==> config.mk <==
export PLATFORM = sky130hd
export DESIGN_NAME = uart_irq_gen
export DESIGN_NICKNAME = d
export VERILOG_FILES = /design/src/rtl/uart_irq_pkg.sv /design/src/rtl/uart_irq_rx_src.sv /design/src/rtl/uart_irq_tx_src.sv /design/src/rtl/uart_irq_encode.sv /design/src/rtl/uart_irq_gen.sv
export SDC_FILE = /design/constraint.sdc
export NUM_CORES = 1
export LEC_CHECK = 0
export ABC_AREA = 0
export BUFFER_PORTS_ARGS = -buffer_cell sky130_fd_sc_hd__clkbuf_2
export CAP_MARGIN = 25
export CORE_MARGIN = 3
export CORE_UTILIZATION = 35
export CTS_CLUSTER_DIAMETER = 200
export DETAILED_ROUTE_END_ITERATION = 7
export GPL_TIMING_DRIVEN = 0
export PLACE_DENSITY = 0.84
export SYNTH_ARGS = -nofsm -noshare
export SYNTH_HDL_FRONTEND = slang
export SYNTH_HIERARCHICAL = 1
export SYNTH_SLANG_ARGS = --single-unit
==> constraint.sdc <==
create_clock -name clk -period 0.8 [get_ports clk]
set_input_delay 0.12 -clock clk [delete_from_list [all_inputs] [get_ports clk]]
set_output_delay 0.12 -clock clk [all_outputs]
set_load 0.02 [all_outputs]
==> src/rtl/uart_irq_pkg.sv <==
package uart_irq_pkg;
  typedef enum logic [2:0] {
    IRQ_NONE   = 3'b001,
    IRQ_TX     = 3'b010,
    IRQ_RX_LVL = 3'b100,
    IRQ_RX_TMO = 3'b110
  } irq_code_e;
endpackage

==> src/rtl/uart_irq_rx_src.sv <==
module uart_irq_rx_src #(
  parameter int LVL_W = 7
) (
  input  logic             clk,
  input  logic             rst_n,
  input  logic             fifo_mode,
  input  logic [LVL_W-1:0] rx_level,
  input  logic [LVL_W-1:0] rx_trig,
  input  logic             rx_timeout,
  input  logic             host_rx_rd,
  output logic             lvl_pend,
  output logic             tmo_pend
);
  localparam logic [LVL_W-1:0] ONE = LVL_W'(1);

  logic [LVL_W-1:0] eff_trig;
  logic             lvl_hit;

  always_comb begin
    if (!fifo_mode)          eff_trig = ONE;
    else if (rx_trig == '0)  eff_trig = ONE;
    else                     eff_trig = rx_trig;
    lvl_hit = (rx_level >= eff_trig);
  end

  always_ff @(posedge clk or negedge rst_n) begin
    if (!rst_n) begin
      lvl_pend <= 1'b0;
      tmo_pend <= 1'b0;
    end else begin
      lvl_pend <= lvl_hit;
      if (!fifo_mode)      tmo_pend <= 1'b0;
      else if (rx_timeout) tmo_pend <= 1'b1;
      else if (host_rx_rd) tmo_pend <= 1'b0;
    end
  end

  // timeout latches in FIFO mode
  a_r3_tmo_sets: assert property (@(posedge clk) disable iff (!rst_n)
    fifo_mode && rx_timeout |=> tmo_pend);
  // a read without a new timeout clears the latch
  a_r3_read_clears_tmo: assert property (@(posedge clk) disable iff (!rst_n)
    fifo_mode && host_rx_rd && !rx_timeout |=> !tmo_pend);
  // no timeout source outside FIFO mode
  a_r8_no_tmo_nonfifo: assert property (@(posedge clk) disable iff (!rst_n)
    !fifo_mode |=> !tmo_pend);
endmodule

==> src/rtl/uart_irq_tx_src.sv <==
module uart_irq_tx_src #(
  parameter int LVL_W = 7
) (
  input  logic             clk,
  input  logic             rst_n,
  input  logic             fifo_mode,
  input  logic [LVL_W-1:0] tx_level,
  input  logic [LVL_W-1:0] tx_trig,
  input  logic             thr_empty,
  input  logic             host_tx_wr,
  input  logic             host_isr_rd,
  output logic             tx_pend
);
  logic below;
  logic arm;
  logic arm_q;
  logic rise;
  logic clr;

  always_comb begin
    below = (tx_level < tx_trig);
    arm   = fifo_mode ? below : thr_empty;
    rise  = arm && !arm_q;
    clr   = host_isr_rd || (fifo_mode ? !below : host_tx_wr);
  end

  always_ff @(posedge clk or negedge rst_n) begin
    if (!rst_n) begin
      arm_q   <= 1'b1;
      tx_pend <= 1'b0;
    end else begin
      arm_q <= arm;
      if (rise)     tx_pend <= 1'b1;
      else if (clr) tx_pend <= 1'b0;
    end
  end

  // status read clears the transmit source unless a new crossing arrives
  a_r5_isr_clears_tx: assert property (@(posedge clk) disable iff (!rst_n)
    host_isr_rd && !rise |=> !tx_pend);
  // holding-register write clears in non-FIFO mode
  a_r7_wr_clears_tx: assert property (@(posedge clk) disable iff (!rst_n)
    !fifo_mode && host_tx_wr && !rise |=> !tx_pend);
  // refill to trigger clears in FIFO mode
  a_r6_refill_clears_tx: assert property (@(posedge clk) disable iff (!rst_n)
    fifo_mode && !below && !rise |=> !tx_pend);
endmodule

==> src/rtl/uart_irq_encode.sv <==
module uart_irq_encode
  import uart_irq_pkg::*;
(
  input  logic       clk,
  input  logic       rst_n,
  input  logic       ier_rx_en,
  input  logic       ier_tx_en,
  input  logic       lvl_pend,
  input  logic       tmo_pend,
  input  logic       tx_pend,
  output logic       irq_n,
  output logic [2:0] isr_code
);
  irq_code_e code;

  always_comb begin
    if (ier_rx_en && lvl_pend)      code = IRQ_RX_LVL;
    else if (ier_rx_en && tmo_pend) code = IRQ_RX_TMO;
    else if (ier_tx_en && tx_pend)  code = IRQ_TX;
    else                            code = IRQ_NONE;
    isr_code = code;
    irq_n    = (code == IRQ_NONE);
  end

  // transmit code never hides an enabled receive source
  a_r10_rx_first: assert property (@(posedge clk) disable iff (!rst_n)
    (isr_code == IRQ_TX) |-> !(ier_rx_en && (lvl_pend || tmo_pend)));
  // a masked source never drives the pin
  a_r11_mask_tx: assert property (@(posedge clk) disable iff (!rst_n)
    !ier_rx_en && !ier_tx_en |-> irq_n);
endmodule

==> src/rtl/uart_irq_gen.sv <==
module uart_irq_gen #(
  parameter int FIFO_DEPTH = 64,
  localparam int LVL_W = $clog2(FIFO_DEPTH + 1)
) (
  input  logic             clk,
  input  logic             rst_n,
  input  logic             fifo_mode,
  input  logic             ier_rx_en,
  input  logic             ier_tx_en,
  input  logic [LVL_W-1:0] rx_level,
  input  logic [LVL_W-1:0] rx_trig,
  input  logic [LVL_W-1:0] tx_level,
  input  logic [LVL_W-1:0] tx_trig,
  input  logic             rx_timeout,
  input  logic             thr_empty,
  input  logic             host_tx_wr,
  input  logic             host_rx_rd,
  input  logic             host_isr_rd,
  output logic             irq_n,
  output logic [2:0]       isr_code
);
  logic lvl_pend;
  logic tmo_pend;
  logic tx_pend;

  uart_irq_rx_src #(.LVL_W(LVL_W)) u_rx (
    .clk(clk), .rst_n(rst_n), .fifo_mode(fifo_mode),
    .rx_level(rx_level), .rx_trig(rx_trig), .rx_timeout(rx_timeout),
    .host_rx_rd(host_rx_rd), .lvl_pend(lvl_pend), .tmo_pend(tmo_pend)
  );

  uart_irq_tx_src #(.LVL_W(LVL_W)) u_tx (
    .clk(clk), .rst_n(rst_n), .fifo_mode(fifo_mode),
    .tx_level(tx_level), .tx_trig(tx_trig), .thr_empty(thr_empty),
    .host_tx_wr(host_tx_wr), .host_isr_rd(host_isr_rd), .tx_pend(tx_pend)
  );

  uart_irq_encode u_enc (
    .clk(clk), .rst_n(rst_n), .ier_rx_en(ier_rx_en), .ier_tx_en(ier_tx_en),
    .lvl_pend(lvl_pend), .tmo_pend(tmo_pend), .tx_pend(tx_pend),
    .irq_n(irq_n), .isr_code(isr_code)
  );

  // a status read leaves a receive-level source in place
  a_r9_isr_keeps_rx: assert property (@(posedge clk) disable iff (!rst_n)
    host_isr_rd && lvl_pend && ier_rx_en && fifo_mode &&
    (rx_level >= rx_trig) && (rx_trig != '0) |=> !irq_n);
endmodule

==> flow_metrics.py <==
metrics = {
    "drt": {
        "routed_wl_microns": 1420,
        "firstDrtPassIters": 1,
        "drtIter0Drc": 0,
        "ant_nets": 0,
        "routed-via-count": 655,
        "via_per_inst": 5.04,
        "remaining_drc_errors": 0,
        "wl_per_cell_microns": 10.9,
    },
    "yosys": {
        "syn_nets": 116,
        "synth_cells": 65,
        "synth_top_area_cell": "ha_1",
        "synthArstFlopShare_pct": 100,
        "synth-edff-count": 0,
        "yosysMostFrequentCell": "ha_1",
        "ys_seq_elements": 4,
        "ys_top_cells_by_count": "ha_1, inv_1, nand2_1",
        "synth_area_sq_um": 549,
        "yosys_warnings": 6,
        "synth_cell_types": 22,
        "seq_area_frac_synth_pct": 18.5,
        "syn_avg_cell_area_sq_um": 8.45,
        "synth_ff_type": "dfrtp_1",
        "netlist_top_cells_area": "ha_1, dfrtp_1, inv_1",
        "yosysTopAreaCellShare_pct": 29.6,
    },
    "cts": {
        "clk_path_buf_depth": 2,
        "cts_root_buf": "clkbuf_4",
        "cts_tree": "yes",
        "clk_pin_slew_ns": 0.04,
        "numClockSinks": 4,
        "htreeDepth": 1,
        "cts_buffers": 3,
        "clk_latency_ns": 0.22,
    },
    "cells_and_area": {
        "fill_cells": 100,
        "fin_nets": 167,
        "layout-drive-gt1-share_pct": 62.6,
        "layout.cells.non_filler": 130,
        "area_growth_pct": 92.3,
        "ff_latch_area_sq_um": 103,
        "diodes": 0,
        "multi_input_area_sq_um": 543,
    },
    "global_route": {
        "grt_start_max_net_pins": 9,
        "first_global_vias": 602,
        "grt_remaining_overflow": 0,
        "antenna_found_initial": 0,
        "grt_pass1_wl_microns": 2180,
        "track_usage_pct": 13.8,
    },
    "timing": {
        "fmax_mhz": 687,
        "tightest_slew_ns": 0.373,
        "finalSetupViolCount": 8,
        "relSlewSlack_pct": 75.1,
        "fin_ws_ns": -0.655,
        "fin_skew_ns": 0.0000341,
        "hold_violations": 0,
        "min_period_over_period_pct": 182,
        "grt_setup_unrepaired": "yes",
        "slew_viol_final": 0,
        "min_period_ns": 1.45,
    },
    "placement": {
        "hpwl_microns": 1240,
        "port_buffers": 41,
        "gp_congestion": 0.663,
        "dp_cells": 121,
    },
    "floorplan": {
        "chipHeight_microns": 45.6,
        "rows": 13,
        "dieArea_sq_um": 2080,
        "die_w_microns": 45.6,
        "initial_core_util_pct": 39.7,
        "core_sq_um": 1380,
        "pin_count": 42,
    },
    "flow_run": {
        "cap_violations": 0,
    },
    "power_and_ir_drop": {
        "ir_drop_mv": 0.622,
        "power_density_nw_per_um2": 1060,
        "p_total_mw": 1.12,
        "p_leak_nw": 0.542,
    },
    "outcome": {
        "violations": "setup timing",
        "outcome": "finished, violations left",
    },
    "setup_path": {
        "crit_path_end_kind": "flop",
        "worst_ep_required_time_ns": 0.92,
        "critPathArrivalTime_ns": 1.58,
        "cp_max_fo": 2,
        "critPathLaunchType": "input pin",
        "crit_type": "input pin to flop",
    },
    "worst_hold_path": {
        "min_path_type": "input pin to flop",
    },
}
metrics by stage:
stage / setup slack, ns / instance area, sq um / util (%) / hold slack, ns / setup TNS (ns)
floorplan: -0.752 / 652 / - / -0.176 / -1.51
global placement: -0.918 / 876 / 63.3 / -0.0724 / -2.44
detailed placement: -0.932 / 876 / 63.3 / -0.0677 / -2.53
CTS: -0.682 / 998 / 72.2 / 0.104 / -2.69
global route: -0.695 / 1060 / 76.4 / 0.110 / -3.06
finish: -0.655 / 1060 / 76.4 / 0.109 / -2.73
kinds of logic after synthesis:
family | synth area share [%]
AO/OA/AOI/OAI | 29.4
adder cells (fa/ha/maj) | 29.6
buffers and inverters | 7.52
flip-flops | 18.5
AND/OR/NAND/NOR | 15.0
worst max-delay path, cell delays in order:
cell and delay, ns:
buf_6 0.09, or4_4 0.53, o311ai_4 0.22, ha_1 0.27
nand2b_4 0.15, a31oi_4 0.13, o21ai_2 0.06
registers in the layout, summed over array words and instances, names as in the netlist:
signal / count
u_tx/tx_pend: 1
u_rx/lvl_pend: 1
u_rx/tmo_pend: 1
u_tx/arm_q: 1
routing by layer:
metal	up-vias	routed length, microns	share of wire [%]	track usage (%)
met4	0	0	0	3.51
met2	23	801	56	25.9
met5	-	0	0	0
met1	292	525	37	16.4
li1	340	-	-	-
met3	0	94	6.6	1.19
what timing repair did:
action / 4_1_cts / 5_1_grt
pin swaps: 2 / 4
setup buffers: 2 / 2
setup endpoints to repair: 8 / 8
cloned: 0 / 0
endpoints found under the hold margin: 4 / 0
hold buffers: 1 / 0
resized for setup: 13 / 11
placed cells by master (no fill, tap or decap), types with 2 or more instances in the layout:
master / netlist / layout
clkbuf_2: 0 / 35
ha_4: 0 / 4
ha_1: 13 / 9
nand4_1: 2 / 2
clkbuf_4: 0 / 3
a21oi_1: 6 / 3
nand2b_4: 0 / 2
clkbuf_1: 1 / 2
buf_8: 0 / 3
dfrtp_1: 3 / 2
buf_4: 0 / 3
buf_6: 0 / 3
o21a_1: 3 / 2
a21o_1: 2 / 2
a21oi_4: 0 / 2
inv_2: 0 / 3
inv_1: 10 / 6
nand2_1: 9 / 9
cell type report:
class	count	area share (%)
Buffer	1	0.355
Clock buffer	4	2.49
Inverter	10	4.74
Multi-Input combinational cell	50	51.4
Sequential cell	4	9.72
Tap cell	15	1.78
Timing Repair Buffer	46	29.5
final timing paths:
kind                                     startpoint                         to  depth (start not counted)  slack [ns]
max                                      rx_trig[2]    u_rx/lvl_pend$_DFF_PN0_                          7       -0.65
min                                      rx_timeout  u_rx/tmo_pend$_DFFE_PN0P_                          2        0.11
max reg2reg                u_tx/tx_pend$_DFFE_PN0P_   u_tx/tx_pend$_DFFE_PN0P_                          4       -0.21
min reg2reg                    u_tx/arm_q$_DFF_PN1_   u_tx/tx_pend$_DFFE_PN0P_                          2        0.56
max in group asynchronous                     rst_n       u_tx/arm_q$_DFF_PN1_                          2        0.36
min in group asynchronous                     rst_n  u_rx/tmo_pend$_DFFE_PN0P_                          2        0.22
power by group:
part,internal (mW),switching (mW)
logic,0.343,0.261
clock network,0.187,0.0815
registers,0.231,0.0206
total,0.761,0.363
Note: power is estimated with default switching activity, not from simulation.
